**src/rtl/tx_hdr_pkg.sv**
```systemverilog
package tx_hdr_pkg;

  localparam int HDR_WORDS = 4;

  typedef enum logic [2:0] {
    ST_IDLE,
    ST_HDR,
    ST_PAY,
    ST_DRAIN,
    ST_DROP
  } parse_st_t;

  typedef struct packed {
    logic capTime;
    logic pubHdr;
    logic pubLen;
    logic fwd;
    logic first;
    logic last;
    logic err;
    logic ovr;
  } hdr_strobe_t;

endpackage

```
**src/rtl/tx_hdr_ctrl.sv**
```systemverilog
module tx_hdr_ctrl
  import tx_hdr_pkg::*;
#(
  parameter int DATA_W      = 32,
  parameter int BLOCK_WORDS = 512,
  parameter int LEN_W       = 10
) (
  input  logic              clk,
  input  logic              rstN,
  input  logic [DATA_W-1:0] inWord,
  input  logic              inValid,
  input  logic              blockStart,
  input  logic              metaEn,
  input  logic              pktMode,
  output hdr_strobe_t       strb,
  output logic [LEN_W-1:0]  lenVal
);

  localparam logic [LEN_W-1:0] FULL_LEN = LEN_W'(BLOCK_WORDS);
  localparam logic [LEN_W-1:0] META_LEN = LEN_W'(BLOCK_WORDS - HDR_WORDS);
  localparam bit               ONE_WORD = (BLOCK_WORDS == 1);

  parse_st_t        state, stNxt;
  logic [1:0]       hdrIdx, idxNxt;
  logic [LEN_W-1:0] remain, remNxt;
  logic [LEN_W-1:0] pendLen, pendNxt;
  logic             firstPend, firstNxt;
  logic             badAcc, badNxt;

  always_comb begin
    strb     = '0;
    stNxt    = state;
    idxNxt   = hdrIdx;
    remNxt   = remain;
    pendNxt  = pendLen;
    firstNxt = firstPend;
    badNxt   = badAcc;
    lenVal   = pendLen;
    if (inValid && blockStart) begin
      if (metaEn) begin
        stNxt   = ST_HDR;
        idxNxt  = 2'd1;
        badNxt  = 1'b0;
        pendNxt = pktMode ? LEN_W'(inWord[7:0]) : META_LEN;
      end else begin
        strb.fwd    = 1'b1;
        strb.first  = 1'b1;
        strb.last   = ONE_WORD;
        strb.pubLen = 1'b1;
        lenVal      = FULL_LEN;
        remNxt      = FULL_LEN - LEN_W'(1);
        firstNxt    = 1'b0;
        stNxt       = ONE_WORD ? ST_DRAIN : ST_PAY;
      end
    end else if (inValid) begin
      unique case (state)
        ST_HDR: begin
          unique case (hdrIdx)
            2'd1: begin
              strb.capTime = 1'b1;
              idxNxt       = 2'd2;
            end
            2'd2: begin
              badNxt = (inWord != '0);
              idxNxt = 2'd3;
            end
            default: begin
              if (badAcc || (inWord != '1)) begin
                strb.err = 1'b1;
                stNxt    = ST_DROP;
              end else begin
                strb.pubHdr = 1'b1;
                remNxt      = pendLen;
                firstNxt    = 1'b1;
                stNxt       = (pendLen == '0) ? ST_DRAIN : ST_PAY;
              end
            end
          endcase
        end
        ST_PAY: begin
          strb.fwd   = 1'b1;
          strb.first = firstPend;
          strb.last  = (remain == LEN_W'(1));
          remNxt     = remain - LEN_W'(1);
          firstNxt   = 1'b0;
          if (remain == LEN_W'(1)) stNxt = ST_DRAIN;
        end
        ST_DRAIN: strb.ovr = 1'b1;
        default: ;
      endcase
    end
  end

  always_ff @(posedge clk) begin
    if (!rstN) begin
      state     <= ST_IDLE;
      hdrIdx    <= '0;
      remain    <= '0;
      pendLen   <= '0;
      firstPend <= 1'b0;
      badAcc    <= 1'b0;
    end else begin
      state     <= stNxt;
      hdrIdx    <= idxNxt;
      remain    <= remNxt;
      pendLen   <= pendNxt;
      firstPend <= firstNxt;
      badAcc    <= badNxt;
    end
  end

  // a block rejected for its header forwards and counts nothing until restart
  a_r9_drop_silent : assert property (@(posedge clk) disable iff (!rstN)
    (state == ST_DROP && !(inValid && blockStart)) |-> (!strb.fwd && !strb.ovr));

  // the payload phase always has words left to send
  a_r10_pay_nonzero : assert property (@(posedge clk) disable iff (!rstN)
    (state == ST_PAY) |-> (remain != '0));

  // header words are never forwarded
  a_r3_hdr_not_fwd : assert property (@(posedge clk) disable iff (!rstN)
    (state == ST_HDR && !blockStart) |-> !strb.fwd);

endmodule

```
**src/rtl/tx_hdr_data.sv**
```systemverilog
module tx_hdr_data
  import tx_hdr_pkg::*;
#(
  parameter int DATA_W = 32,
  parameter int LEN_W  = 10,
  parameter int OVR_W  = 16
) (
  input  logic              clk,
  input  logic              rstN,
  input  logic [DATA_W-1:0] inWord,
  input  hdr_strobe_t       strb,
  input  logic [LEN_W-1:0]  lenVal,
  output logic [DATA_W-1:0] outWord,
  output logic              outValid,
  output logic              outFirst,
  output logic              outLast,
  output logic              hdrValid,
  output logic              hdrErr,
  output logic [DATA_W-1:0] txTime,
  output logic [LEN_W-1:0]  payLen,
  output logic [OVR_W-1:0]  overrunCnt
);

  logic [DATA_W-1:0] timeShadow;

  always_ff @(posedge clk) begin
    if (!rstN) begin
      outWord    <= '0;
      outValid   <= 1'b0;
      outFirst   <= 1'b0;
      outLast    <= 1'b0;
      hdrValid   <= 1'b0;
      hdrErr     <= 1'b0;
      txTime     <= '0;
      payLen     <= '0;
      overrunCnt <= '0;
      timeShadow <= '0;
    end else begin
      outValid <= strb.fwd;
      outFirst <= strb.fwd & strb.first;
      outLast  <= strb.fwd & strb.last;
      hdrValid <= strb.pubHdr;
      hdrErr   <= strb.err;
      if (strb.fwd) outWord <= inWord;
      if (strb.capTime) timeShadow <= inWord;
      if (strb.pubHdr) begin
        txTime <= timeShadow;
        payLen <= lenVal;
      end
      if (strb.pubLen) payLen <= lenVal;
      if (strb.ovr && (overrunCnt != '1)) overrunCnt <= overrunCnt + OVR_W'(1);
    end
  end

  // markers only accompany a valid word
  a_r7_last_valid : assert property (@(posedge clk) disable iff (!rstN)
    outLast |-> outValid);
  a_r7_first_valid : assert property (@(posedge clk) disable iff (!rstN)
    outFirst |-> outValid);

  // accept and reject never signalled together
  a_r9_err_excl : assert property (@(posedge clk) disable iff (!rstN)
    !(hdrValid && hdrErr));

  // published header fields move only with their pulse
  a_r8_time_moves : assert property (@(posedge clk) disable iff (!rstN)
    !$stable(txTime) |-> hdrValid);
  a_r8_len_moves : assert property (@(posedge clk) disable iff (!rstN)
    !$stable(payLen) |-> (hdrValid || outFirst));

  // the overrun count never goes down
  a_r10_ovr_monotonic : assert property (@(posedge clk) disable iff (!rstN)
    1'b1 |=> (overrunCnt >= $past(overrunCnt)));

endmodule

```
**src/rtl/tx_hdr_parser.sv**
```systemverilog
module tx_hdr_parser
  import tx_hdr_pkg::*;
#(
  parameter int DATA_W      = 32,
  parameter int BLOCK_WORDS = 512,
  parameter int OVR_W       = 16,
  localparam int LEN_RAW    = $clog2(BLOCK_WORDS + 1),
  localparam int LEN_W      = (LEN_RAW > 8) ? LEN_RAW : 8
) (
  input  logic              clk,
  input  logic              rstN,
  input  logic [DATA_W-1:0] inWord,
  input  logic              inValid,
  input  logic              blockStart,
  input  logic              metaEn,
  input  logic              pktMode,
  output logic [DATA_W-1:0] outWord,
  output logic              outValid,
  output logic              outFirst,
  output logic              outLast,
  output logic              hdrValid,
  output logic              hdrErr,
  output logic [DATA_W-1:0] txTime,
  output logic [LEN_W-1:0]  payLen,
  output logic [OVR_W-1:0]  overrunCnt
);

  hdr_strobe_t      strb;
  logic [LEN_W-1:0] lenVal;

  tx_hdr_ctrl #(
    .DATA_W(DATA_W), .BLOCK_WORDS(BLOCK_WORDS), .LEN_W(LEN_W)
  ) ctrl_i (
    .clk(clk), .rstN(rstN), .inWord(inWord), .inValid(inValid),
    .blockStart(blockStart), .metaEn(metaEn), .pktMode(pktMode),
    .strb(strb), .lenVal(lenVal)
  );

  tx_hdr_data #(
    .DATA_W(DATA_W), .LEN_W(LEN_W), .OVR_W(OVR_W)
  ) data_i (
    .clk(clk), .rstN(rstN), .inWord(inWord), .strb(strb), .lenVal(lenVal),
    .outWord(outWord), .outValid(outValid), .outFirst(outFirst),
    .outLast(outLast), .hdrValid(hdrValid), .hdrErr(hdrErr),
    .txTime(txTime), .payLen(payLen), .overrunCnt(overrunCnt)
  );

endmodule

```
**config.mk**
```make
export PLATFORM = sky130hd
export DESIGN_NAME = tx_hdr_parser
export DESIGN_NICKNAME = d
export VERILOG_FILES = /design/src/rtl/tx_hdr_pkg.sv /design/src/rtl/tx_hdr_ctrl.sv /design/src/rtl/tx_hdr_data.sv /design/src/rtl/tx_hdr_parser.sv
export SDC_FILE = /design/constraint.sdc
export NUM_CORES = 1
export LEC_CHECK = 0
export BUFFER_PORTS_ARGS = -buffer_cell sky130_fd_sc_hd__buf_2
export CORE_UTILIZATION = 45
export CTS_BUF_LIST = sky130_fd_sc_hd__clkbuf_16
export CTS_CLUSTER_DIAMETER = 30
export CTS_CLUSTER_SIZE = 10
export DETAILED_ROUTE_END_ITERATION = 16
export PLACE_DENSITY = 0.68
export SLEW_MARGIN = 20
export SYNTH_ARGS = -nofsm -noshare
export SYNTH_HDL_FRONTEND = slang
export SYNTH_SLANG_ARGS = --single-unit
```
**constraint.sdc**
```tcl
create_clock -name clk -period 5.01 [get_ports clk]
set_input_delay 0.7515 -clock clk [delete_from_list [all_inputs] [get_ports clk]]
set_output_delay 0.7515 -clock clk [all_outputs]
set_load 0.01 [all_outputs]
```
### Word level (Yosys, flattened, before mapping)

Index checks and enable logic that the tools add are counted.

| operators by class | value |
|---|---|
| $add $sub $neg | 2 |
| equality and inequality tests | 13 |
| mux-type cells | 51 |
| bitwise logic cells | 5 |
| reductions and logical operators | 18 |

Operators with widths:

| kind | number |
|---|---|
| two-way mux 10 bit | 9 |
| != test 32 bit, second input constant | 1 |
| nonzero test 32 bit | 1 |
| two-way mux 3 bit | 7 |
| two-way mux 1 bit | 20 |
| case mux 10 bit (2 select lines) | 1 |
| adder 16 x 1 -> 16 bit, second input constant | 1 |
| two-way mux 2 bit | 8 |
| != test 16 bit, second input constant | 1 |
| AND reduction 4 bit | 3 |
| == test 10 x 1 -> 1 bit, second input constant | 1 |
| zero test 10 bit | 1 |
| subtractor 10 x 1 -> 10 bit, second input constant | 1 |
| two-way mux 9 bit | 1 |
| nonzero test 2 bit | 4 |
| == test 3 x 2 -> 1 bit, second input constant | 2 |
| != test 3 x 2 -> 1 bit, second input constant | 2 |
| case mux 3 bit (2 select lines) | 1 |
| nonzero test 3 bit | 2 |
| OR reduction 6 bit | 1 |
| two-way mux 5 bit | 1 |
| AND reduction 5 bit | 1 |
| two-way mux 4 bit | 1 |
| != test 2 bit, second input constant | 2 |
| other kinds (12) | 16 |

| storage, ports and cells | value |
|---|---|
| flip-flop bits (word level) | 154 |
| input bits | 38 |
| output and inout bits | 95 |
| logic and storage cells | 105 |

### Depth between registers and ports, before layout

| depth | value |
|---|---|
| word-level depth | 9 |
| mapped depth | 9 |
| mapped depth without buffers | 7 |

### Hierarchy

From an unflattened synthesis, not the netlist that was laid out.

| second synthesis, totals | value |
|---|---|
| cell total of the unflattened synthesis | 674 |
| area, all modules | 6,413.7 µm² |

Modules (own cells, without submodules):

| module | instances | cells an instance | area each (µm²) | seq. area each (µm²) |
|---|---|---|---|---|
| tx_hdr_data | 1 | 458 | 4,655.7 | 2,542.4 |
| tx_hdr_ctrl | 1 | 216 | 1,757.9 | 520.5 |

### Worst setup path after synthesis

No wires, ideal clock.

| path | value |
|---|---|
| path kind | input port to flip-flop |
| from | input inWord[22] |
| to | register ctrl_i.remain[9] |
| setup time | 0.122 ns |
| arrival | 2.574 ns |
| required time | 4.888 ns |
| slack | 2.314 ns |
| cell stages on the path | 7 |
| buffers on the path | 2 |
| cells stage by stage | nand4_1 > or4_1 > or4_1 > buf_2 > and2_4 > buf_6 > a311o_1 |

| between the ends | value |
|---|---|
| word-level cells in the longest chain between the ends | 4 |

RTL lines:

| element | RTL line | text |
|---|---|---|
| start, declared | tx_hdr_parser.sv:12 | `input logic [DATA_W-1:0] inWord,` |
| != test 32 bit | tx_hdr_ctrl.sv:68 | `if (badAcc \|\| (inWord != '1)) begin` |
| logical OR 1 bit | tx_hdr_ctrl.sv:68 |  |
| != test 3 x 2 -> 1 bit (no source line) | -- |  |
| AND reduction 5 bit (no source line) | -- |  |
| end signal, assigned | tx_hdr_ctrl.sv:105 | `remain <= remNxt;` |
| end, declared | tx_hdr_ctrl.sv:25 | `logic [LEN_W-1:0] remain, remNxt;` |

No other way between the ends.
A chain may end at the register's enable or synchronous reset.

### Worst setup path in the final report

| path | value |
|---|---|
| from | register ctrl_i.hdrIdx[0] |
| to | register ctrl_i.remain[7] |

| between the ends | value |
|---|---|
| word-level cells in the longest chain between the ends | 4 |
| elaborated cells on any way between the ends | 5 |
| classes of those cells | eq/ne (3); reduce/logical (2) |

RTL lines:

| element | RTL line | text |
|---|---|---|
| start, declared | tx_hdr_ctrl.sv:24 | `logic [1:0] hdrIdx, idxNxt;` |
| start signal, assigned | tx_hdr_ctrl.sv:104 | `hdrIdx <= idxNxt;` |
| == test 2 x 1 -> 1 bit or == test 2 bit (tied branches) | tx_hdr_ctrl.sv:58 | `unique case (hdrIdx)` |
| OR reduction 2 bit (no source line) * | -- |  |
| != test 3 x 2 -> 1 bit (no source line) * | -- |  |
| AND reduction 5 bit (no source line) * | -- |  |

Every way passes the cells marked *; elsewhere a longest branch is shown, timed or not.

==> flow_summary.toml <==
[logic_synthesis]
ys_ff_latch = 153
ys_top_cells_by_area = "dfxtp_1 (49%), nand2_1 (9.9%), a21oi_1 (6.4%)"
syn-cell-area_um2 = 6290
yosys.area.top_type = "dfxtp_1"
syn_area_per_cell_um2 = 8.32
yosysTopAreaCellShare_pct = 48.7
syn-num-nets = 799
seq_area_frac_synth_pct = 48.7
synth_edf_count = 0
syn_inst = 756
synthArstFlopShare_pct = 0
synth_flop_cell = "dfxtp_1"
yosysWarnings = 0
synth_cell_types = 58

[route]
viasPerCell = 5.43
antenna_left = 0
drc = 0
num_vias = 5753
dr.pass1.iters = 5
wl_per_cell_um = 15.7
drt_iter0_markers = 392
wl_mm = 16.6

[placed_design]
gp_congestion = 0.824
post-dp-hpwl_mm = 11.1
numPortBuffers = 132

[global_routing]
grt_pass1_vias = 5324
grt_max_degree = 69
grt_use_total_pct = 23.7
antenna_found_initial = 1
grt-ovfl-total = 0
grt_pass1_wl_mm = 26.8

[critical_path]
arrival_ps = 3260
cp_data_required_time_ps = 5320
cp-start-kind = "register"
path_class = "reg -> reg"
cp-endpoint = "ctrl_i.remain[7]$_SDFFE_PN0P_"
reg2regPathDepth = 8
timing.rr.end = "ctrl_i.remain[7]$_SDFFE_PN0P_"
reg2reg_from = "ctrl_i.hdrIdx[0]$_SDFFE_PN0P_"
setup.worst_path.start = "ctrl_i.hdrIdx[0]$_SDFFE_PN0P_"
rrSetupSlack_ps = 2070
path_max_fanout = 23
end_kind = "register"

[floorplanning]
boundaryPins = 133
coreArea_um2 = 13500
die_x_um = 120
dieArea_um2 = 14400
rows = 42
start_util_pct = 46.7
dieHeight_um = 120

[timing]
rsz0062_at_grt = "false"
post-route-period-util_pct = 58.8
hold_viol_final = 0
max_freq_mhz = 340
maxSlewViolCount = 0
tns_ps = 0
setup_viol = 0
fin_worst_skew_ps = 6.65
relSlewSlack_pct = 28.1
worstMarginPinSlew_ps = 1080
finalCriticalPeriod_ps = 2940

[clock_tree]
root_buffer = "clkbuf_16"
cts_tree = "built"
cts_buffers = 17
cts.clk_slew.worst_paths_ps = 60
htreeDepth = 4
cts_buffer_depth = 2
cts_resized = 0
cts_setup_buffers = 0
clock-sinks = 153
hold_buffers = 0
clkLatencyLatePin_ps = 430

[run_status]
status = "finished clean"

[power]
power.density_nw_per_um2 = 370
leakagePower_nw = 3.37
max-vdd-ir-drop_mv = 0.229

[cells_and_area]
final_util_pct = 57.3
layout-drive-gt1-share_pct = 20.8
nets = 913
area_growth_pct = 22.5

[worst_hold_path]
holdCritPathClass = "reg -> reg"

[flow_run]
cap_violations = 0
==> how the worst min path moves through the flow <==
stage,from,endpoint,slack (ps),cells after the start
finish,data_i.outWord[6]$_SDFFE_PN0P_,data_i.outWord[6]$_SDFFE_PN0P_,450,2
global route,data_i.outWord[31]$_SDFFE_PN0P_,data_i.outWord[31]$_SDFFE_PN0P_,470,2
CTS,data_i.outWord[21]$_SDFFE_PN0P_,data_i.outWord[21]$_SDFFE_PN0P_,450,2
detailed placement,data_i.outWord[21]$_SDFFE_PN0P_,data_i.outWord[21]$_SDFFE_PN0P_,440,2
global placement,data_i.outWord[13]$_SDFFE_PN0P_,data_i.outWord[13]$_SDFFE_PN0P_,440,2
floorplan,ctrl_i.firstPend$_SDFFE_PN0P_,ctrl_i.firstPend$_SDFFE_PN0P_,430,2
==> sequential cells by signal (all words and copies together), names as in the netlist, 2 cells and up <==
name               flops
data_i.outWord        32
data_i.timeShadow     32
data_i.txTime         32
data_i.overrunCnt     16
ctrl_i.remain         10
data_i.payLen         10
ctrl_i.pendLen         9
ctrl_i.state           3
ctrl_i.hdrIdx          2
==> layout make-up <==
| type | instances | area [um2] |
|---|---|---|
| fill | 1299 | 5750 |
| sequential | 153 | 3060 |
| multi-input combinational | 537 | 2980 |
| timing repair buffer | 142 | 736 |
| clock buffer | 17 | 425 |
| tap | 176 | 220 |
| clock inverter | 15 | 209 |
| inverter | 19 | 72.6 |
| antenna | 1 | 2.50 |
==> cells in the final DEF, fill, tap and decap left out, drive strengths merged, types with 3 or more instances in the layout <==
master | Yosys | final
nand2 | 165 | 165
dfxtp | 153 | 153
buf | 10 | 142
a21oi | 80 | 80
nor2 | 70 | 70
mux2i | 37 | 37
nand3 | 24 | 24
inv | 18 | 20
nand4 | 19 | 19
clkbuf | 37 | 17
o21ai | 15 | 15
nor4 | 15 | 15
nor3 | 9 | 9
xnor2 | 7 | 7
a31oi | 7 | 7
clkinv | 1 | 7
a311oi | 6 | 6
and2 | 6 | 6
a211oi | 6 | 6
o21a | 5 | 5
ha | 5 | 5
bufinv | 0 | 5
nand4b | 4 | 4
and3 | 4 | 4
and4 | 4 | 4
nor3b | 3 | 3
nor2b | 3 | 3
nand2b | 3 | 3
or3 | 3 | 3
or4 | 3 | 3
o31ai | 3 | 3
o211ai | 3 | 3
==> power by group <==
group	internal (W)	switching [W]	total, W
Sequential	0.00124	0.0000203	0.00126
Clock	0.000876	0.000502	0.00138
Combinational	0.0000718	0.000136	0.000208
Total	0.00219	0.000659	0.00285
==> critical path, stage by stage (launching register included) <==
cell and delay (ps):
dfxtp_1 330, inv_1 60, ha_1 320, and3b_1 170, o311ai_0 330, buf_4 230
a211o_1 650, and2_4 380, mux2_2 350
==> per-layer routing <==
metal | track usage (%) | wire, um | up-vias
li1 | - | - | 2854
met1 | 31.0 | 7600 | 2678
met2 | 36.4 | 7510 | 188
met3 | 7.12 | 1050 | 33
met4 | 9.61 | 433 | 0
met5 | 0 | 0 | -
==> metrics by stage <==
step	instances	worst slack, ps	total power [W]	area (um2)	hold slack, ps
global placement	1027	1870	0.00149	7070	439
finish	1060	2070	0.00285	7700	451
CTS	1059	2080	0.00287	7700	452
global route	1059	1890	0.00295	7700	470
floorplan	756	2310	0.00141	6290	434
detailed placement	1027	1840	0.00150	7070	443
==> cells in the mapped netlist, types with 5 or more instances <==
cell type	count
a211oi_1	6
a21oi_1	80
a311oi_1	6
a31oi_1	7
and2_1	5
buf_1	5
clkbuf_1	37
dfxtp_1	153
ha_1	5
inv_1	18
mux2i_1	37
nand2_1	165
nand3_1	24
nand4_1	19
nor2_1	70
nor3_1	9
nor4_1	14
o21a_1	5
o21ai_0	15
xnor2_1	7
==> cells by family after synthesis <==
kind of cell	after synthesis	synth area share [%]
AO/OA/AOI/OAI	145	14.1
XOR/XNOR	9	1.25
adder cells (fa/ha/maj)	5	0.995
buffers and inverters	66	4.14
flip-flops	153	48.7
multiplexers	38	6.07
AND/OR/NAND/NOR	340	24.7
No activity file was read; power rests on OpenSTA's default activity.
